==> src/rtl/irqagg_pkg.sv <==
package irqagg_pkg;

  localparam int DATA_W      = 32;
  localparam int TX_START_A  = 'h00;
  localparam int TX_STOP_A   = 'h01;
  localparam int RX_START_A  = 'h02;
  localparam int RX_STOP_A   = 'h03;
  localparam int TX_SUM_BASE = 'h10;
  localparam int RX_SUM_BASE = 'h18;
  localparam int CHAN_BASE   = 'h40;
  localparam int CHAN_STRIDE = 8;
  localparam int MASK_OFS    = 4;
  localparam int DONE_BIT    = 0;
  localparam int ERR_BIT     = 6;

  // two stored cause/mask bits: [1]=error, [0]=descriptor done
  typedef logic [1:0] evbits_t;

  function automatic int cause_addr(int ch, int line);
    return CHAN_BASE + ch * CHAN_STRIDE + line;
  endfunction

  function automatic int mask_addr(int ch, int line);
    return CHAN_BASE + ch * CHAN_STRIDE + MASK_OFS + line;
  endfunction

  function automatic logic [DATA_W-1:0] pack_word(evbits_t b);
    logic [DATA_W-1:0] w;
    w = '0;
    w[DONE_BIT] = b[0];
    w[ERR_BIT]  = b[1];
    return w;
  endfunction

  function automatic evbits_t unpack_word(logic [DATA_W-1:0] w);
    return {w[ERR_BIT], w[DONE_BIT]};
  endfunction

endpackage

==> src/rtl/irqagg_cause_bank.sv <==
module irqagg_cause_bank
  import irqagg_pkg::*;
#(
  parameter int NLINES = 4
) (
  input  logic                 clk,
  input  logic                 rst_n,
  input  logic                 done_evt,
  input  logic                 err_evt,
  input  logic [NLINES-1:0]    clr_we,
  input  logic [NLINES-1:0]    mask_we,
  input  evbits_t              wbits,
  output evbits_t [NLINES-1:0] cause_o,
  output evbits_t [NLINES-1:0] mask_o,
  output logic    [NLINES-1:0] hit_o
);

  evbits_t setbits;
  assign setbits = {err_evt, done_evt};

  for (genvar l = 0; l < NLINES; l++) begin : g_line
    evbits_t cause_q, mask_q, clrbits;

    assign clrbits = clr_we[l] ? wbits : 2'b00;

    // the event OR is applied after the clear, so an event in the same cycle wins
    always_ff @(posedge clk) begin
      if (!rst_n) begin
        cause_q <= '0;
        mask_q  <= '0;
      end else begin
        cause_q <= (cause_q & ~clrbits) | setbits;
        if (mask_we[l]) mask_q <= wbits;
      end
    end

    assign cause_o[l] = cause_q;
    assign mask_o[l]  = mask_q;
    assign hit_o[l]   = |(cause_q & mask_q);
  end

endmodule

==> src/rtl/irqagg_run_ctl.sv <==
module irqagg_run_ctl #(
  parameter int NCH = 8,
  localparam int NPAIR = NCH / 2
) (
  input  logic             clk,
  input  logic             rst_n,
  input  logic             tx_start,
  input  logic             tx_stop,
  input  logic             rx_start,
  input  logic             rx_stop,
  input  logic [NPAIR-1:0] pair_bits,
  output logic [NCH-1:0]   run_en
);

  for (genvar p = 0; p < NPAIR; p++) begin : g_pair
    logic tx_q, rx_q;

    always_ff @(posedge clk) begin
      if (!rst_n) begin
        tx_q <= 1'b0;
        rx_q <= 1'b0;
      end else begin
        if (tx_start && pair_bits[p]) tx_q <= 1'b1;
        else if (tx_stop && pair_bits[p]) tx_q <= 1'b0;
        if (rx_start && pair_bits[p]) rx_q <= 1'b1;
        else if (rx_stop && pair_bits[p]) rx_q <= 1'b0;
      end
    end

    // the even channel of a pair is transmit, the odd channel is receive
    assign run_en[2*p]   = tx_q;
    assign run_en[2*p+1] = rx_q;
  end

endmodule

==> src/rtl/irqagg_summary.sv <==
module irqagg_summary #(
  parameter int NCH    = 8,
  parameter int NLINES = 4,
  localparam int NPAIR = NCH / 2
) (
  input  logic [NCH-1:0][NLINES-1:0]   hit,
  output logic [NLINES-1:0][NPAIR-1:0] tx_sum,
  output logic [NLINES-1:0][NPAIR-1:0] rx_sum,
  output logic [NLINES-1:0]            irq
);

  for (genvar l = 0; l < NLINES; l++) begin : g_line
    for (genvar p = 0; p < NPAIR; p++) begin : g_pair
      assign tx_sum[l][p] = hit[2*p][l];
      assign rx_sum[l][p] = hit[2*p+1][l];
    end
    assign irq[l] = (|tx_sum[l]) | (|rx_sum[l]);
  end

endmodule

==> src/rtl/dma_irq_aggregator.sv <==
module dma_irq_aggregator
  import irqagg_pkg::*;
#(
  parameter int NCH    = 8,
  parameter int NLINES = 4,
  parameter int ADDR_W = 8
) (
  input  logic              clk,
  input  logic              rst_n,
  input  logic              reg_we,
  input  logic [ADDR_W-1:0] reg_addr,
  input  logic [31:0]       reg_wdata,
  output logic [31:0]       reg_rdata,
  input  logic [NCH-1:0]    done_evt,
  input  logic [NCH-1:0]    err_evt,
  output logic [NLINES-1:0] irq_o,
  output logic [NCH-1:0]    run_en
);

  localparam int NPAIR = NCH / 2;

  evbits_t wbits;
  assign wbits = unpack_word(reg_wdata);

  logic [NCH-1:0][NLINES-1:0]   clr_we, mask_we, hit;
  evbits_t [NCH-1:0][NLINES-1:0] cause_q, mask_q;
  logic [NLINES-1:0][NPAIR-1:0] tx_sum, rx_sum;

  for (genvar c = 0; c < NCH; c++) begin : g_chan
    for (genvar l = 0; l < NLINES; l++) begin : g_dec
      assign clr_we[c][l]  = reg_we && (reg_addr == ADDR_W'(cause_addr(c, l)));
      assign mask_we[c][l] = reg_we && (reg_addr == ADDR_W'(mask_addr(c, l)));
    end

    irqagg_cause_bank #(.NLINES(NLINES)) u_bank (
      .clk      (clk),
      .rst_n    (rst_n),
      .done_evt (done_evt[c]),
      .err_evt  (err_evt[c]),
      .clr_we   (clr_we[c]),
      .mask_we  (mask_we[c]),
      .wbits    (wbits),
      .cause_o  (cause_q[c]),
      .mask_o   (mask_q[c]),
      .hit_o    (hit[c])
    );
  end

  irqagg_run_ctl #(.NCH(NCH)) u_run (
    .clk       (clk),
    .rst_n     (rst_n),
    .tx_start  (reg_we && reg_addr == ADDR_W'(TX_START_A)),
    .tx_stop   (reg_we && reg_addr == ADDR_W'(TX_STOP_A)),
    .rx_start  (reg_we && reg_addr == ADDR_W'(RX_START_A)),
    .rx_stop   (reg_we && reg_addr == ADDR_W'(RX_STOP_A)),
    .pair_bits (reg_wdata[NPAIR-1:0]),
    .run_en    (run_en)
  );

  irqagg_summary #(.NCH(NCH), .NLINES(NLINES)) u_sum (
    .hit    (hit),
    .tx_sum (tx_sum),
    .rx_sum (rx_sum),
    .irq    (irq_o)
  );

  always_comb begin
    reg_rdata = '0;
    for (int l = 0; l < NLINES; l++) begin
      if (reg_addr == ADDR_W'(TX_SUM_BASE + l)) reg_rdata = 32'(tx_sum[l]);
      if (reg_addr == ADDR_W'(RX_SUM_BASE + l)) reg_rdata = 32'(rx_sum[l]);
      for (int c = 0; c < NCH; c++) begin
        if (reg_addr == ADDR_W'(cause_addr(c, l))) reg_rdata = pack_word(cause_q[c][l]);
        if (reg_addr == ADDR_W'(mask_addr(c, l)))  reg_rdata = pack_word(mask_q[c][l]);
      end
    end
  end

endmodule

==> config.mk <==
export PLATFORM = sky130hd
export DESIGN_NAME = dma_irq_aggregator
export DESIGN_NICKNAME = d
export VERILOG_FILES = /design/src/rtl/irqagg_pkg.sv /design/src/rtl/irqagg_cause_bank.sv /design/src/rtl/irqagg_run_ctl.sv /design/src/rtl/irqagg_summary.sv /design/src/rtl/dma_irq_aggregator.sv
export SDC_FILE = /design/constraint.sdc
export NUM_CORES = 1
export LEC_CHECK = 0
export BUFFER_PORTS_ARGS = -buffer_cell sky130_fd_sc_hd__buf_2
export CORE_UTILIZATION = 30
export CTS_CLUSTER_SIZE = 20
export DETAILED_ROUTE_END_ITERATION = 10
export PLACE_DENSITY = 0.47
export SETUP_SLACK_MARGIN = 0.02
export SLEW_MARGIN = 10
export SYNTH_ARGS = -nofsm -noshare
export SYNTH_HDL_FRONTEND = slang
export SYNTH_SLANG_ARGS = --single-unit
==> constraint.sdc <==
create_clock -name clk -period 2.8 [get_ports clk]
set_clock_uncertainty 0.05 [all_clocks]
set_input_delay 0.56 -clock clk [delete_from_list [all_inputs] [get_ports clk]]
set_output_delay 0.56 -clock clk [all_outputs]
set_load 0.05 [all_outputs]
==> out/qor.csv, run 1 <==
stage,metric,value,unit
min_path,holdCritPathClass,primary input to flop,
power_and_ir_drop,p_comb_share,15.6,%
global_route,antenna_found_initial,0,
clock_tree,cts_htree_levels,4,
synth,synth_edf_count,0,
setup_path,endpoint_kind,output port,
routing,vias_per_cell,5.489,
die,die-area,28030,µm²
min_path,min_to,g_chan[6].u_bank.g_line[0].cause_q[1],
sta,finalCriticalPeriod,3.311,ns
layout,area.sequential,2723,µm²
power_and_ir_drop,p_int,3.811,mW
power_and_ir_drop,p_total,5.356,mW
power_and_ir_drop,vdd_drop_max,369.1,µV
synth,synth_cells,1059,
clock_tree,cts.sinks,136,
setup_path,crit_required,2.19,ns
die,start_util,30.55,%
synth,ys_ff_latch,136,
global_route,grt_overflow_total,0,
synth,post-synth-top-area-fraction,33.16,%
power_and_ir_drop,cellLeakagePower,4.350,nW
layout,area_growth,39.06,%
layout,final.fill_count,2772,
global_route,grt_pass1_wl,54490,µm
synth,yosysSeqAreaShare,33.16,%
die,die_y,167.4,µm
power_and_ir_drop,power.share.clock,45.7,%
clock_tree,tritoncts,yes,
routing,wire_per_inst,22.58,µm
sta,fin_ws,-0.5114,ns
sta,setup_violations,2,
run_status,violations,negative setup slack,
sta,fin_crit_sh,118.3,%
power_and_ir_drop,p_seq_share,38.7,%
global_route,grt_pass1_vias,8668,
clock_tree,clock_latency,0.43,ns
layout,multiInputGateArea,5374,µm²
setup_path,worst-setup-path-type,primary input to output port,
clock_tree,cts_root_buf,clkbuf_16,
layout,drive_gt1_share,30.79,%
sta,finalHoldViolations,0,
clock_tree,cts_made_buffers,17,
setup_path,crit_start,reg_addr[3],
setup_path,rr_worst_depth,3,
die,die_x,167.4,µm
clock_tree,ctsLongestPathBuffers,2,
global_route,grt_max_degree,71,
flow_run,drv_cap,0,
layout,post-route-util,42.48,%
setup_path,crit_top_cell,buf_8,
synth,synthTopCellsByArea,"dfxtp_1 33%, nor2b_1 7.5%, nand2_1 6.8%",
setup_path,r2r-end,g_chan[0].u_bank.g_line[3].mask_q[0],
placed_design,hpwl,27310,µm
setup_path,start_kind,primary input,
power_and_ir_drop,p_sw_share,28.84,%
clock_tree,cts.clk_slew.worst_paths,0.06,ns
power_and_ir_drop,p_switching,1.545,mW
routing,vias,8842,
routing,ant_nets,0,
routing,wirelength,36380,µm
sta,slew_headroom,56.04,%
routing,first_pass_iters,5,
synth,synth_area_per_cell,7.753,µm²
routing,drt_iter0_markers,920,
setup_path,r2r_slack,1.91,ns
placed_design,io_buffers,48,
run_status,status,"finished, violations left",
setup_path,cp_max_fo,7,
setup_path,max_stage_delay,0.41,ns
global_route,grt_util_all_layers,26.16,%
sta,worstMarginPinSlew,0.6577,ns
sta,clock.fmax,302.0,MHz
synth,synth_top_flop_cell,dfxtp_1,
synth,syn_area,8210,µm²
min_path,whs_path_depth,3,
sta,rsz0062_at_grt,yes,
synth,yosysUniqueCellTypes,75,
sta,report.final.slew_viol_count,0,
setup_path,r2r_start,g_chan[0].u_bank.g_line[3].mask_q[0],
min_path,worstHoldStart,err_evt[6],
layout,fin_nets,1316,
die,io_pins,103,
setup_path,slowest_stage,a221o_2,
die,coreArea,26880,µm²
placed_design,gp_congestion,0.9329,
power_and_ir_drop,p_per_area,469.1,nW/µm²
die,row_count,60,
synth,async_flop_share,0,%
layout,n_antenna_cell,0,
routing,drc,0,
synth,yosysTopAreaCell,dfxtp_1,
synth,yosysWarningCount,0,
setup_path,arrival,2.70,ns
setup_path,cp_cell_sequence,buf_8 -> buf_8 -> buf_4 -> and4bb_2 -> a32oi_1 -> nor2_1 -> a221o_1 -> a21oi_2 -> o211ai_1 -> a221o_2 -> buf_8,
## through the flow
stage          cell area [µm²]  setup WS, ns  TNS [ns]  cells  hold slack (ns)
6_report                 11420       -0.5114   -0.9761   1611           0.3830
2_1_floorplan             8352       -0.1971   -0.2912   1085           0.4031
3_5_place_dp              9995       -0.8369    -2.327   1559           0.4574
4_1_cts                  11000       -0.4918    -1.001   1601           0.3842
5_1_grt                  11420       -0.5707    -1.131   1611           0.3973
3_3_place_gp              9995       -0.8565    -2.363   1559           0.4315
## how the worst max path moves through the flow
stage                   endpoint  slack (ns)  depth (start not counted)
floorplan           reg_rdata[6]       -0.20                          9
global placement    reg_rdata[0]       -0.86                         10
detailed placement  reg_rdata[0]       -0.84                         10
CTS                 reg_rdata[0]       -0.49                         10
global route        reg_rdata[0]       -0.57                         10
finish              reg_rdata[0]       -0.51                         11
## flip-flops by register name (all words and copies together) (netlist names)
signal,flops
u_run.g_pair.tx_q,4
u_run.g_pair.rx_q,4
g_chan.u_bank.g_line.cause_q,64
g_chan.u_bank.g_line.mask_q,64
## layer usage
layer  routed length (µm)  global-route usage (%)  vias up
met2                16890                   42.50      329
li1                     -                       -     4144
met3                 1951                   3.734       77
met1                15930                   34.20     4292
met5                    0                       0        -
met4                 1600                   12.09        0
## cell usage after synthesis (7+ instances only)
master	instances
a21boi_0	37
dfxtp_1	136
and2_1	12
buf_2	21
a22oi_1	37
nand2b_1	9
nor2_1	66
buf_4	39
nand4_1	12
o22ai_1	30
mux2i_1	34
a21oi_1	86
nand2_1	148
a32oi_1	7
nor2b_1	99
clkbuf_1	51
nand3_1	21
o21ai_0	71
## layout make-up
cell class                      instances  area share (%)
Timing Repair Buffer                  272           19.69
Clock inverter                         12           1.458
Sequential cell                       136           23.85
Tap cell                              341           3.737
Clock buffer                           20           4.000
Multi-Input combinational cell        824           47.07
Inverter                                6          0.1973
## kinds of logic (layout without fill, tap and decap cells)
logic type | Yosys count | count (layout) | share of synthesized area (%)
AND/OR/NAND/NOR | 418 | 418 | 26.50
AO/OA/AOI/OAI | 337 | 337 | 26.32
multiplexers | 42 | 42 | 5.791
other | 1 | 27 | 0.04567
buffers and inverters | 125 | 310 | 8.183
flip-flops | 136 | 136 | 33.16
## cell usage in the layout, fill, tap and decap left out, drive strengths merged, types with 4 or more instances in the layout
cell type  synthesis  layout
nor2              67      67
clkinv             0       4
a21oi             87      87
nand2b             9       9
o2bb2ai            4       4
a22oi             37      37
mux2i             34      34
nor4b              6       6
o32ai              4       4
o22ai             30      30
or2                7       7
mux2               4       4
and3               4       4
nand3             21      21
nand2            149     149
mux4               4       4
nor3               6       6
clkbuf            51      21
or4b               4       4
buf               68     270
o2111ai            4       4
inv                6       9
a32oi              7       7
o21ai             76      76
o221ai             4       4
o21a               6       6
a21boi            37      37
conb               1      27
and2              12      12
a31oi              6       6
nor2b             99      99
dfxtp            136     136
o211ai             6       6
nand4             12      12
nor4               5       5
o31a               4       4
## power by group through the flow
stage	sequential (mW)	combinational, mW	clock (mW)
after floorplan	2.08	0.443	0
after global placement	2.11	0.736	0
after detailed placement	2.11	0.736	0
after CTS	2.07	0.784	2.49
after global routing	2.08	0.885	2.57
final	2.07	0.838	2.45
## worst max-delay path, delay by kind of cell
kind | cells | cell delay (ns)
buffers and inverters | 4 | 0.56
AOI/OAI and AO/OA | 5 | 1.23
and+or+nand+nor | 2 | 0.33
## what timing repair did
action | 4_1_cts | 5_1_grt
hold buffers | 0 | 0
gates resized for setup | 67 | 73
cloned | 1 | 1
pin swaps | 24 | 22
setup endpoints to repair | 5 | 5
hold endpoints to repair | 0 | 0
buffers inserted | 9 | 9
(Power assumes the default switching activity.)
==> run 2: changes to the inputs <==
--- a/config.mk
+++ b/config.mk
@@ -10,6 +10,7 @@
 export CTS_CLUSTER_SIZE = 20
 export DETAILED_ROUTE_END_ITERATION = 10
 export PLACE_DENSITY = 0.47
+export RECOVER_POWER = 100
 export SETUP_SLACK_MARGIN = 0.02
 export SLEW_MARGIN = 10
 export SYNTH_ARGS = -nofsm -noshare
==> constraint.sdc (replaced) <==
create_clock -name clk -period 3 [get_ports clk]
set_clock_uncertainty 0.05 [all_clocks]
set_input_delay 0.6 -clock clk [delete_from_list [all_inputs] [get_ports clk]]
set_output_delay 0.6 -clock clk [all_outputs]
set_load 0.05 [all_outputs]
==> run 2 against run 1 <==
  * The flow still finishes with violations (negative setup slack)
  * Utilization is 2.7 points lower
  * Non-clock buffer count is 41 lower
  * Worst setup slack better by 0.16 ns
  * Design area is 6.3% lower
  * Clock power is 7% lower
  * Critical endpoint unchanged
  * Highest routed layer unchanged
==> out/qor.csv, run 2 (same netlist as run 1, synthesis figures left out) <==
stage,metric,value,unit,change
sta,finalCriticalPeriod,3.350,ns,
layout,final_common_cell,nand2_1,,
power_and_ir_drop,cellLeakagePower,3.934,nW,-9.6%
placed_design,place_worst_setup_slack,-0.7211,ns,+0.1158 ns
clock_tree,tritoncts,yes,,
sta,fin_crit_sh,111.7,%,
die,row_count,60,,unchanged
global_route,grt_max_degree,72,,+1.4%
layout,layout_common_cells,"145 x nand2_1, 143 x buf_4, 136 x dfxtp_1, 98 x nor2b_1, 83 x a21oi_1",,
routing,wire_per_inst,21.81,µm,-3.4%
clock_tree,cts_made_buffers,17,,unchanged
die,die_x,167.4,µm,unchanged
setup_path,start_kind,primary input,,
setup_path,worst-setup-path-type,primary input to output port,,
clock_tree,cts-hold-fix-buffers,0,,unchanged
setup_path,max_stage_delay,0.41,ns,about the same
routing,first_pass_iters,5,,unchanged
global_route,antenna_found_initial,0,,unchanged
layout,fin_nets,1275,,-3.1%
layout,n_antenna_cell,0,,unchanged
die,coreArea,26880,µm²,unchanged
layout,post-route-util,39.82,%,-2.7 points
setup_path,crit_required,2.35,ns,+0.16 ns
power_and_ir_drop,p_total,4.905,mW,-8.4%
routing,vias,8693,,-1.7%
routing,drt_iter0_markers,864,,-6.1%
global_route,grt_util_all_layers,24.49,%,-1.7 points
setup_path,cp_max_fo,7,,unchanged
layout,area_growth,30.36,%,
placed_design,hpwl,25870,µm,-5.3%
sta,finalHoldViolations,0,,unchanged
sta,setup_violations,5,,+3
die,die-area,28030,µm²,unchanged
sta,rsz0062_at_grt,yes,,
layout,reg_top3,"g_chan.u_bank.g_line.cause_q: 64 flops, g_chan.u_bank.g_line.mask_q: 64 flops",,
sta,clock.fmax,298.5,MHz,
die,die_y,167.4,µm,unchanged
sta,report.final.slew_viol_count,0,,unchanged
flow_run,drv_cap,0,,unchanged
placed_design,io_buffers,48,,unchanged
setup_path,slowest_stage,a221o_2,,
setup_path,cp_cell_sequence,buf_8 -> buf_4 -> and4bb_2 -> buf_4 -> nand2_1 -> o21ai_1 -> nand2_1 -> a211oi_2 -> o211ai_1 -> a221o_2 -> buf_8,,
global_route,grt_overflow_total,0,,unchanged
routing,ant_nets,0,,unchanged
global_route,grt_pass1_vias,8423,,-2.8%
clock_tree,ctsLongestPathBuffers,2,,unchanged
routing,drc,0,,unchanged
sta,fin_hold_ws,0.4284,ns,+0.04545 ns
setup_path,endpoint_kind,output port,,
routing,wirelength,34240,µm,-5.9%
run_status,status,"finished, violations left",,
sta,worstMarginPinSlew,0.6396,ns,-0.01810 ns
global_route,grt_pass1_wl,51320,µm,-5.8%
setup_path,arrival,2.70,ns,about the same
die,start_util,30.55,%,unchanged
die,io_pins,103,,unchanged
power_and_ir_drop,p_per_area,458.3,nW/µm²,-2.3%
clock_tree,clock_latency,0.43,ns,about the same
clock_tree,cts.sinks,136,,unchanged
run_status,violations,negative setup slack,,
sta,slew_headroom,57.20,%,+1.2 points
min_path,holdCritPathClass,primary input to flop,,
placed_design,gp_congestion,0.9349,,+0.21%
routing,vias_per_cell,5.537,,+0.88%
clock_tree,cts.clk_slew.worst_paths,0.07,ns,about the same
layout,drive_gt1_share,24.41,%,-6.4 points
power_and_ir_drop,vdd_drop_max,329.2,µV,-11%
sta,fin_ws,-0.3499,ns,+0.1615 ns
clock_tree,cts_root_buf,clkbuf_16,,
clock_tree,cts_htree_levels,4,,unchanged
[run 2: changes by cell type in the layout (fill, tap and decap cells not counted), moves of 8 or more]
cell,change
clkbuf_1,+32
buf_2,-13
buf_4,-47
and2_1,-9
and2_0,+8
buf_6,-11
[run 2: worst paths after layout]
path                                                            from  cells past startpoint  slack (ns)                                    end
worst max register to register  g_chan[2].u_bank.g_line[0].mask_q[0]                      4        2.16   g_chan[2].u_bank.g_line[0].mask_q[0]
worst max-delay path                                     reg_addr[5]                     11       -0.35                           reg_rdata[0]
worst min-delay path                                      err_evt[4]                      2        0.43  g_chan[4].u_bank.g_line[2].cause_q[1]
worst min register to register  g_chan[5].u_bank.g_line[2].mask_q[1]                      2        0.44   g_chan[5].u_bank.g_line[2].mask_q[1]
[run 2: stage by stage]
step / instance area, µm² / std cells / TNS, ns
after floorplan: 8347 / 1085 / -0.07708
after global placement: 9669 / 1523 / -2.089
after detailed placement: 9669 / 1523 / -1.966
after CTS: 10730 / 1569 / -0.6246
after global routing: 10700 / 1570 / -1.225
final: 10700 / 1570 / -0.9643
[run 2: area by class of cell]
class	count	area [µm²]
repair buffers	231	1747
clock inverters	14	196.4
fillers	2813	16170
inverters	6	22.52
clock buffers	18	429.2
flip-flops and latches	136	2723
multi-input cells	824	5159
well taps	341	426.7
[run 2: timing repair]
item	CTS	global route
gates cloned	1	0
endpoints found under the setup margin	5	5
setup buffers	14	1
pin swaps	25	16
gates resized for setup	84	17
[run 2: report_power, final]
part	switching, mW	internal (mW)
clock network	0.870	1.40
registers	0.0674	1.87
logic	0.429	0.272
total	1.37	3.54
[run 2: worst max-delay path: cells and delay by family]
| family | cells | cell delay [ns] |
|---|---|---|
| buffers and inverters | 4 | 0.61 |
| AOI/OAI and AO/OA | 4 | 0.87 |
| and+or+nand+nor | 3 | 0.61 |
[run 2: metal layers]
metal / up-vias / routed length [µm] / global-route usage, % / share of wire, %
met5: - / 0 / 0 / 0
li1: 4050 / - / - / -
met4: 0 / 1306 / 9.374 / 3.8
met2: 391 / 15860 / 40.29 / 46
met1: 4186 / 14930 / 32.38 / 44
met3: 66 / 2139 / 3.380 / 6.2
